<file path="config.mk">
export PLATFORM = sky130hd
export DESIGN_NAME = yuv_interleave_seq
export DESIGN_NICKNAME = d
export VERILOG_FILES = /design/src/rtl/yuv_seq_pkg.sv /design/src/rtl/yuv_seq_ctr.sv /design/src/rtl/yuv_seq_dline.sv /design/src/rtl/yuv_seq_pair.sv /design/src/rtl/yuv_interleave_seq.sv
export SDC_FILE = /design/constraint.sdc
export NUM_CORES = 1
export LEC_CHECK = 0
export BUFFER_PORTS_ARGS = -buffer_cell sky130_fd_sc_hd__buf_2
export CORE_MARGIN = 2
export CORE_UTILIZATION = 50
export CTS_BUF_LIST = sky130_fd_sc_hd__clkbuf_8
export CTS_CLUSTER_SIZE = 30
export DETAILED_ROUTE_END_ITERATION = 12
export GPL_TIMING_DRIVEN = 0
export PLACE_DENSITY_LB_ADDON = 0.25
export SYNTH_ARGS = -nofsm -noshare
export SYNTH_HDL_FRONTEND = slang
export SYNTH_SLANG_ARGS = --single-unit
</file>
<file path="constraint.sdc">
create_clock -name clk -period 3.2 [get_ports clk]
set_input_delay 0 -clock clk [delete_from_list [all_inputs] [get_ports clk]]
set_output_delay 0 -clock clk [all_outputs]
set_load 0.005 [all_outputs]
</file>
<file path="src/rtl/yuv_seq_pkg.sv">
package yuv_seq_pkg;
  typedef enum logic [1:0] {
    PH_U  = 2'd0,
    PH_V  = 2'd1,
    PH_Y0 = 2'd2,
    PH_Y1 = 2'd3
  } phase_e;

  localparam int NUM_STREAMS = 3;

  function automatic int stream_of(input logic [1:0] ph);
    return ph[1] ? 2 : int'(ph[0]);
  endfunction
endpackage

</file>
<file path="src/rtl/yuv_seq_ctr.sv">
module yuv_seq_ctr
  import yuv_seq_pkg::*;
(
  input  logic       clk,
  input  logic       rst,
  input  logic       en_i,
  input  logic       line_start_i,
  input  logic       half_rate_i,
  output logic [1:0] phase_o,
  output logic       adv_o
);
  logic [1:0] ph_q;
  logic [1:0] ph_nxt;

  assign adv_o   = en_i && !line_start_i;
  assign phase_o = ph_q;

  always_comb begin
    case (ph_q)
      PH_U:    ph_nxt = PH_V;
      PH_V:    ph_nxt = PH_Y0;
      PH_Y0:   ph_nxt = half_rate_i ? PH_Y1 : PH_U;
      default: ph_nxt = PH_U;
    endcase
  end

  always_ff @(posedge clk) begin
    if (rst || line_start_i) ph_q <= PH_U;
    else if (adv_o)          ph_q <= ph_nxt;
  end

  a_r2_wrap_to_u: assert property (@(posedge clk) disable iff (rst)
    (adv_o && !half_rate_i && ph_q == PH_Y0) |=> ph_q == PH_U);
  a_r3_second_y: assert property (@(posedge clk) disable iff (rst)
    (adv_o && half_rate_i && ph_q == PH_Y0) |=> ph_q == PH_Y1);
  a_r8_restart: assert property (@(posedge clk) disable iff (rst)
    line_start_i |=> ph_q == PH_U);
  a_r9_stall: assert property (@(posedge clk) disable iff (rst)
    (!en_i && !line_start_i) |=> $stable(ph_q));
endmodule

</file>
<file path="src/rtl/yuv_seq_dline.sv">
module yuv_seq_dline #(
  parameter int PIX_W = 8,
  parameter int TAPS  = 5
) (
  input  logic                  clk,
  input  logic                  rst,
  input  logic                  shift_i,
  input  logic [PIX_W-1:0]      din_i,
  output logic [TAPS*PIX_W-1:0] next_taps_o
);
  localparam int STAGES = TAPS - 1;

  logic [PIX_W-1:0] stg_q [STAGES];

  always_ff @(posedge clk) begin
    if (rst) begin
      for (int i = 0; i < STAGES; i++) stg_q[i] <= '0;
    end else if (shift_i) begin
      stg_q[0] <= din_i;
      for (int i = 1; i < STAGES; i++) stg_q[i] <= stg_q[i-1];
    end
  end

  assign next_taps_o[PIX_W-1:0] = din_i;
  for (genvar k = 1; k < TAPS; k++) begin : g_tap
    assign next_taps_o[k*PIX_W +: PIX_W] = stg_q[k-1];
  end

  a_r4_chain_idle: assert property (@(posedge clk) disable iff (rst)
    !shift_i |=> $stable(stg_q[STAGES-1]) && $stable(stg_q[0]));
endmodule

</file>
<file path="src/rtl/yuv_seq_pair.sv">
module yuv_seq_pair
  import yuv_seq_pkg::*;
#(
  parameter int PIX_W = 8
) (
  input  logic             clk,
  input  logic             rst,
  input  logic             vld_i,
  input  logic [1:0]       comp_i,
  input  logic [PIX_W-1:0] filt_i,
  output logic             pix_vld_o,
  output logic [PIX_W-1:0] pix_y_o,
  output logic [PIX_W-1:0] pix_u_o,
  output logic [PIX_W-1:0] pix_v_o
);
  logic [PIX_W-1:0] u_hold_q, v_hold_q;

  always_ff @(posedge clk) begin
    if (rst) begin
      u_hold_q  <= '0;
      v_hold_q  <= '0;
      pix_vld_o <= 1'b0;
      pix_y_o   <= '0;
      pix_u_o   <= '0;
      pix_v_o   <= '0;
    end else begin
      pix_vld_o <= vld_i && comp_i[1];
      if (vld_i) begin
        if (comp_i == PH_U) u_hold_q <= filt_i;
        if (comp_i == PH_V) v_hold_q <= filt_i;
        if (comp_i[1]) begin
          pix_y_o <= filt_i;
          pix_u_o <= u_hold_q;
          pix_v_o <= v_hold_q;
        end
      end
    end
  end

  a_r6_u_capture: assert property (@(posedge clk) disable iff (rst)
    (vld_i && comp_i == PH_U) |=> u_hold_q == $past(filt_i));
  a_r6_v_capture: assert property (@(posedge clk) disable iff (rst)
    (vld_i && comp_i == PH_V) |=> v_hold_q == $past(filt_i));
  a_r7_luma_only: assert property (@(posedge clk) disable iff (rst)
    pix_vld_o |-> $past(vld_i) && $past(comp_i[1]));
endmodule

</file>
<file path="src/rtl/yuv_interleave_seq.sv">
module yuv_interleave_seq
  import yuv_seq_pkg::*;
#(
  parameter int PIX_W  = 8,
  parameter int TAPS   = 5,
  parameter int CSEL_W = 5
) (
  input  logic                   clk,
  input  logic                   rst,
  input  logic                   en_i,
  input  logic                   line_start_i,
  input  logic                   half_rate_i,
  input  logic [PIX_W-1:0]       pix_i,
  input  logic [TAPS*CSEL_W-1:0] coef_u_i,
  input  logic [TAPS*CSEL_W-1:0] coef_v_i,
  input  logic [TAPS*CSEL_W-1:0] coef_y_i,
  input  logic [PIX_W-1:0]       filt_i,
  output logic [1:0]             phase_o,
  output logic                   tap_vld_o,
  output logic [1:0]             tap_comp_o,
  output logic [TAPS*PIX_W-1:0]  taps_o,
  output logic [TAPS*CSEL_W-1:0] csel_o,
  output logic                   pix_vld_o,
  output logic [PIX_W-1:0]       pix_y_o,
  output logic [PIX_W-1:0]       pix_u_o,
  output logic [PIX_W-1:0]       pix_v_o
);
  localparam int TAP_BITS = TAPS * PIX_W;

  logic                  adv;
  logic [1:0]            phase;
  logic [TAP_BITS-1:0]   line_taps [NUM_STREAMS];
  logic [TAP_BITS-1:0]   tap_mux;
  logic [TAPS*CSEL_W-1:0] csel_mux;
  int                    sidx;

  yuv_seq_ctr u_ctr (
    .clk          (clk),
    .rst          (rst),
    .en_i         (en_i),
    .line_start_i (line_start_i),
    .half_rate_i  (half_rate_i),
    .phase_o      (phase),
    .adv_o        (adv)
  );

  assign phase_o = phase;
  assign sidx    = stream_of(phase);

  for (genvar s = 0; s < NUM_STREAMS; s++) begin : g_stream
    yuv_seq_dline #(.PIX_W(PIX_W), .TAPS(TAPS)) u_dline (
      .clk         (clk),
      .rst         (rst),
      .shift_i     (adv && (sidx == s)),
      .din_i       (pix_i),
      .next_taps_o (line_taps[s])
    );
  end

  always_comb begin
    case (sidx)
      0:       begin tap_mux = line_taps[0]; csel_mux = coef_u_i; end
      1:       begin tap_mux = line_taps[1]; csel_mux = coef_v_i; end
      default: begin tap_mux = line_taps[2]; csel_mux = coef_y_i; end
    endcase
  end

  always_ff @(posedge clk) begin
    if (rst) begin
      tap_vld_o  <= 1'b0;
      tap_comp_o <= PH_U;
      taps_o     <= '0;
      csel_o     <= '0;
    end else begin
      tap_vld_o <= adv;
      if (adv) begin
        tap_comp_o <= phase;
        taps_o     <= tap_mux;
        csel_o     <= csel_mux;
      end
    end
  end

  yuv_seq_pair #(.PIX_W(PIX_W)) u_pair (
    .clk       (clk),
    .rst       (rst),
    .vld_i     (tap_vld_o),
    .comp_i    (tap_comp_o),
    .filt_i    (filt_i),
    .pix_vld_o (pix_vld_o),
    .pix_y_o   (pix_y_o),
    .pix_u_o   (pix_u_o),
    .pix_v_o   (pix_v_o)
  );

  a_r5_tag_matches: assert property (@(posedge clk) disable iff (rst)
    adv |=> tap_vld_o && tap_comp_o == $past(phase));
  a_r5_no_adv: assert property (@(posedge clk) disable iff (rst)
    !adv |=> !tap_vld_o);
  a_r2_no_code3: assert property (@(posedge clk) disable iff (rst)
    (!half_rate_i && phase != PH_Y1) |=> phase != PH_Y1);
endmodule

</file>
== Word level (Yosys, flattened, before mapping) ==
Memory sizes are Yosys's and may differ from the RTL's.
Index checks and enable logic that the tools add are counted.

* Reductions and logical operators: 14
* Magnitude comparators: 0
* Equality and inequality tests: 6
* Divide/modulo/power cells: 0
* Bitwise operators: 12
* Mux-type cells: 28
* Shift operators: 0
* Add/sub/neg operators: 0
* Multipliers: 0

{| class="wikitable"
|+ Operators with widths
! operator !! number
|-
| $mux W8 || 12
|-
| $pmux W40 S2 || 1
|-
| $logic_not A32 Y1 || 2
|-
| $pmux W25 S2 || 1
|-
| $or A1 B1 Y1 || 12
|-
| $mux W1 || 11
|-
| $eq A2 B1 Y1 const B || 4
|-
| $pmux W2 S3 || 1
|-
| $reduce_and A2 Y1 || 3
|-
| $logic_and A1 B1 Y1 || 5
|-
| $eq A2 B2 Y1 const B || 2
|-
| $logic_not A2 Y1 || 2
|-
| $mux W2 || 2
|-
| $logic_not A1 Y1 || 1
|-
| $logic_or A1 B1 Y1 || 1
|}

* Output and inout port bits: 95
* Memory bits (read-only): 0
* Register bits after elaboration: 111
* Bits in writable memories: 96
* Memories kept: 3
* Bits in latches: 0

{| class="wikitable"
|+ Memories
! name !! words !! width !! rd ports !! clocked after memory_dff !! write ports !! line !! text
|-
| g_stream[0].u_dline.stg_q || 4 || 8 || 4 || 0 || 4 || yuv_seq_dline.sv:13 || <nowiki>logic [PIX_W-1:0] stg_q [STAGES];</nowiki>
|-
| g_stream[1].u_dline.stg_q || 4 || 8 || 4 || 0 || 4 || yuv_seq_dline.sv:13 ||
|-
| g_stream[2].u_dline.stg_q || 4 || 8 || 4 || 0 || 4 || yuv_seq_dline.sv:13 ||
|}

== Depth between registers and ports, before layout ==
* Depth after elaboration: 7
* Mapped depth: 7

== By module ==
From an unflattened synthesis, not the netlist that was laid out.

* Cell total of the unflattened synthesis: 815
* Area, all modules: 10257.3 sq um

{| class="wikitable"
|+ By module, submodules not included
! module !! area an instance (sq um) !! instances !! cells an instance
|-
| yuv_interleave_seq || 4207.8 || 1 || 390
|-
| yuv_seq_dline || 1362.6 || 3 || 79
|-
| yuv_seq_pair || 1855.5 || 1 || 176
|-
| yuv_seq_ctr || 106.4 || 1 || 12
|}

== Worst setup path before layout ==
Ideal clock, no wire load.

* Path kind: register to register
* Start: reg u_ctr.ph_q[1], in the netlist u_ctr.phase_o[1]
* End: mem g_stream[0].u_dline.stg_q[0][0], enable pin
* Stages on the path, launching flop included: 6
* Clock period less this slack: 2.068 ns
* Required time: 2.811 ns
* Buffers on the path: 2
* Setup slack: 1.132 ns
* Library setup time: 0.389 ns
* Data arrival time: 1.679 ns
* Cells stage by stage: dfxtp_1 nor2_1 buf_2 buf_2 nand2_1 nand2_1

{| class="wikitable"
|+ RTL lines
! what !! line !! text
|-
| start: declaration || yuv_seq_ctr.sv:12 || <nowiki>logic [1:0] ph_q;</nowiki>
|-
| start signal: assignment || yuv_seq_ctr.sv:29 || <nowiki>else if (adv_o) ph_q <= ph_nxt;</nowiki>
|-
| end: declaration || yuv_seq_dline.sv:13 ||
|}

== Worst setup path after layout ==
* Start: reg u_ctr.ph_q[0], in the netlist u_ctr.phase_o[0]
* End: reg csel_o[20]

* Word-level cells in the longest chain between the ends: 3
* Elaborated cells on any way between the ends: 4
* Those cells by class: eq/ne: 1; mux: 2; reduce/logical: 1

{| class="wikitable"
|+ RTL lines
! what !! line !! text
|-
| $mux W2 * || yuv_seq_pkg.sv:12 || <nowiki>return ph[1] ? 2 : int'(ph[0]);</nowiki>
|-
| $logic_not A32 Y1 / $eq A2 B1 Y1 (equally long branches) || yuv_interleave_seq.sv:61 || <nowiki>case (sidx)</nowiki>
|-
| $pmux W25 S2 * || yuv_interleave_seq.sv:61 ||
|-
| end signal: assignment || yuv_interleave_seq.sv:79 || <nowiki>csel_o <= csel_mux;</nowiki>
|-
| end: declaration || yuv_interleave_seq.sv:22 || <nowiki>output logic [TAPS*CSEL_W-1:0] csel_o,</nowiki>
|}

Mark *: on every way between the ends. The rest lies on a longest branch, timed or not.
A chain may end at the register's enable or synchronous reset.

==> run summary <==
TritonCTS created 35 clock buffers. The tools report the clock root buffer as clkbuf_8. After synthesis, the cell types taking the most area are edfxtp_1 (36%), dfxtp_1 (28%), a21oi_1 (7.7%). Ranked by instance count, the synthesized netlist is headed by a21oi_1 (123), dfxtp_1 (111), nand2_1 (100). The run gives 33 as the pin count of the biggest net entering global routing.

In this run the power density over the cells is 532 mW/mm2. After detailed routing, the average wire length per cell comes to 17.7 um. For the final-report max-slew violation count, the log shows 0. The signal on the critical path passes through nor2_1, buf_2, buf_2, a22oi_1, dlygate4sd3_1, a21oi_1, dlygate4sd3_1. The primary flip-flop cell chosen by synthesis mapping is dfxtp_1.

The number of fill cells is 1230. The power share of the combinational group was 9.2%; the post-synthesis cell area was 0.00804 mm2. Measured along the x axis, the die boundary spans 131 um. The floorplan has 46 rows. The fmax is 350 MHz. The flow ran to the end, and the final reports show no timing, DRC or antenna violations.

The tools report the kind of capture point of the worst setup path as a register. The path class of the tightest hold or removal check is primary input to register. TritonCTS built the clock tree. The tools report the final worst clock skew as 0.0216 ns. The first detailed-routing pass took 5 iterations. At the worst endpoint, the required time is 3.66 ns. Synthesis instantiated 26 different standard cells from the library.

The number of antenna violations at the first check in global routing is 0. For the worst-skew pair, the clock arrives at the later sink with an insertion delay of 0.52 ns. VDD sags by at most 0.401 mV.

Setup violations remaining at the end of the flow were counted as 0. In this design, the stage delay of the slowest critical-path cell is 0.59 ns. The total clock sinks was 207. On the critical path, the stage with the largest delay is an instance of dlygate4sd3_1. Summing over every cut layer, the via total after detailed routing is 7071.

The number of antenna diodes in the final layout is 0. a21oi_1 is the most common cell in the netlist. Type of the setup path with the least slack: register to register. The total buffers and inverters traversed by the critical path came out at 4. The tools report the kind of start point of the critical path as a register. The final critical path takes up 89.2% of the cycle. Net switching is 24.0% of the power. The congestion estimate from routability-driven global placement came to 0.832. For the count of synthesis-stage warnings from yosys, the log shows 0. The overall global routing resource usage is 26.6%, and the worst-case clock buffer depth is 3. The internal cell power is 4.37 mW, and the cell count after synthesis is 760. The routed wire length came out at 23300 um. The core area is 0.0158 mm2, and the final net count is 1167.

The global-route wire length before repair was 35200 um; the number of enable flip-flop cells after synthesis was 96. The tools report the portion of the post-synthesis area used by sequential elements as 63.5%. The DRC violations left was 0.

The max-slew headroom at the worst pin was 35.4%; the H-tree depth reported by CTS was 2. The worst path needs 2.86 ns of the cycle, external delays included. The sum of internal, switching and leakage power was 5.76 mW. The analysis attributes to net switching a power of 1.38 mW. In this run the biggest area consumer among cell types represents 35.9% of the synthesized area.

On the critical path the largest part of the delay comes from buffers and inverters. Along the worst path, the maximum fanout reaches 10. Worst-case hold slack: 0.0542 ns. Of all flip-flops after synthesis, the portion carrying an async set or reset was 0%. For the DRC marker count from the first detailed-route iteration, the log shows 580. The flip-flop and latch count after synthesis works out to 207.

The number of global-route vias before repair was 6976; the average vias per placed instance was 5.39. The number of cells upsized or downsized after cts is 0. The run gives 0 as the final hold violation count. In this run the static leakage power is 4.91 nW. The tool flagged a number of max-cap violations equal to 0. The die covers 0.0171 mm2. The HPWL after detailed placement is 14900 um.

The arrival time at the worst endpoint is 3.31 ns, and the clock-pin slew reported for the worst setup and hold paths after clock tree synthesis is 0.06 ns. Relative to the synthesized area, the layout overhead comes to 34.5%. The count of nets left with antenna violations once routing finished came out at 0. The vertical die dimension was 131 um; the initial standard-cell utilization of the core was 50.8%. The cell accounting for the most synthesized area is edfxtp_1. In the final layout, the share of cells above drive strength 1 is 24.8%. The sum of overflow across all layers after global routing is 0, and the number of buffers added on ports is 189.

Summed over all failing endpoints, the final setup total negative slack is 0 ns. Mean post-synth cell area: 10.6 um2. Synthesis produced a netlist with a net count of 856. Setup repair after global routing left no endpoint under its margin. Per report_power, the clock group accounts for 39.8% of the total. The number of primary I/O pins was 191. In this run, flip-flops and latches consume 51.0% of the power. At the pin with the least slew margin, the transition time is 0.962 ns.
[state kept, by name, indices dropped and copies added (netlist names)]
signal / cells
u_pair.u_hold_q: 8
tap_vld_o: 1
g_stream.u_dline.stg_q: 96
u_ctr.phase_o: 2
tap_comp_o: 2
csel_o: 25
u_pair.v_hold_q: 8
u_pair.pix_v_o: 8
u_pair.pix_y_o: 8
taps_o: 40
u_pair.pix_u_o: 8
u_pair.pix_vld_o: 1
[metal layers]
layer	wire, um	part of all wire (%)	track usage, %	vias to the layer above
met1	9570	41	32.8	3299
met4	580	2.5	9.89	0
met3	1750	7.5	5.70	59
met5	0	0	0	-
met2	11400	49	46.0	330
li1	-	-	-	3383
[placed cells by master, fill, tap and decap left out]
cell type      count
a211o_1            1
a211oi_1           2
a21oi_1          123
a221oi_1          24
a22oi_1           33
a31o_2             1
and2_1             9
and3_1            65
buf_16             1
buf_2            211
buf_4              8
bufinv_16          1
clkbuf_1          38
clkbuf_8          41
clkinv_1           2
clkinv_2           1
clkinvlp_4         1
dfxtp_1          111
dlygate4sd3_1     84
edfxtp_1          96
inv_1             18
inv_2              2
inv_6              1
mux2i_1           16
nand2_1           98
nand2_2            3
nand2b_1           1
nand3b_1           1
nor2_1            41
nor2b_1            2
nor2b_4            1
nor3_1             1
nor3b_1            1
o21ai_0           58
[final timing paths]
check | from | end | slack [ns] | cells past startpoint
setup / recovery | u_ctr.phase_o[0] | csel_o[20] | 0.34 | 7
hold / removal | rst | u_pair.v_hold_q[4] | 0.05 | 3
setup reg to reg | u_ctr.phase_o[0] | csel_o[20] | 0.34 | 7
hold reg to reg | u_pair.pix_y_o[3] | u_pair.pix_y_o[3] | 0.45 | 2
[tightest hold or removal path, stage by stage]
cell and delay (ns):
buf_2 0.17, clkbuf_1 0.23, nor2_1 0.13
[through the flow]
step	instance area [um2]	setup slack, ns	std cells	util (%)
final	10800	0.344	1313	68.3
after floorplan	8040	1.13	760	-
after CTS	10800	0.480	1313	68.3
after detailed placement	9290	0.499	1166	58.7
after global placement	9260	0.375	1165	58.5
after global routing	10800	0.216	1313	68.3
[what timing repair did]
item / 4_1_cts / 5_1_grt
hold endpoints to repair: 83 / 0
setup buffers: 0 / 0
hold buffers: 84 / 0
[cells by family (layout without fill, tap and decap cells)]
group           after synthesis  count (layout)  synth area share [%]
compound gates              242             242                  17.4
simple gates                223             223                  13.1
flops                       207             207                  63.5
buf+inv                      72             409                  4.08
mux                          16              16                  1.99
[power by group through the flow]
stage                     Combinational (mW)  Sequential, mW  Clock (mW)
after floorplan                        0.209            2.98           0
after global placement                 0.416            2.99           0
after detailed placement               0.427            2.99           0
after CTS                              0.515            2.93        2.32
after global routing                   0.577            2.95        2.43
final                                  0.528            2.94        2.29
[cell type report]
class / instances / area [um2] / area share (%)
Multi-Input combinational cell: 481 / 2610 / 24.2
Inverter: 4 / 15.0 / 0.139
Clock buffer: 41 / 564 / 5.22
Timing Repair Buffer: 274 / 1810 / 16.8
Buffer: 68 / 313 / 2.89
Sequential cell: 207 / 5100 / 47.2
Tap cell: 216 / 270 / 2.50
Clock inverter: 22 / 119 / 1.10
(Power assumes the default switching activity.)
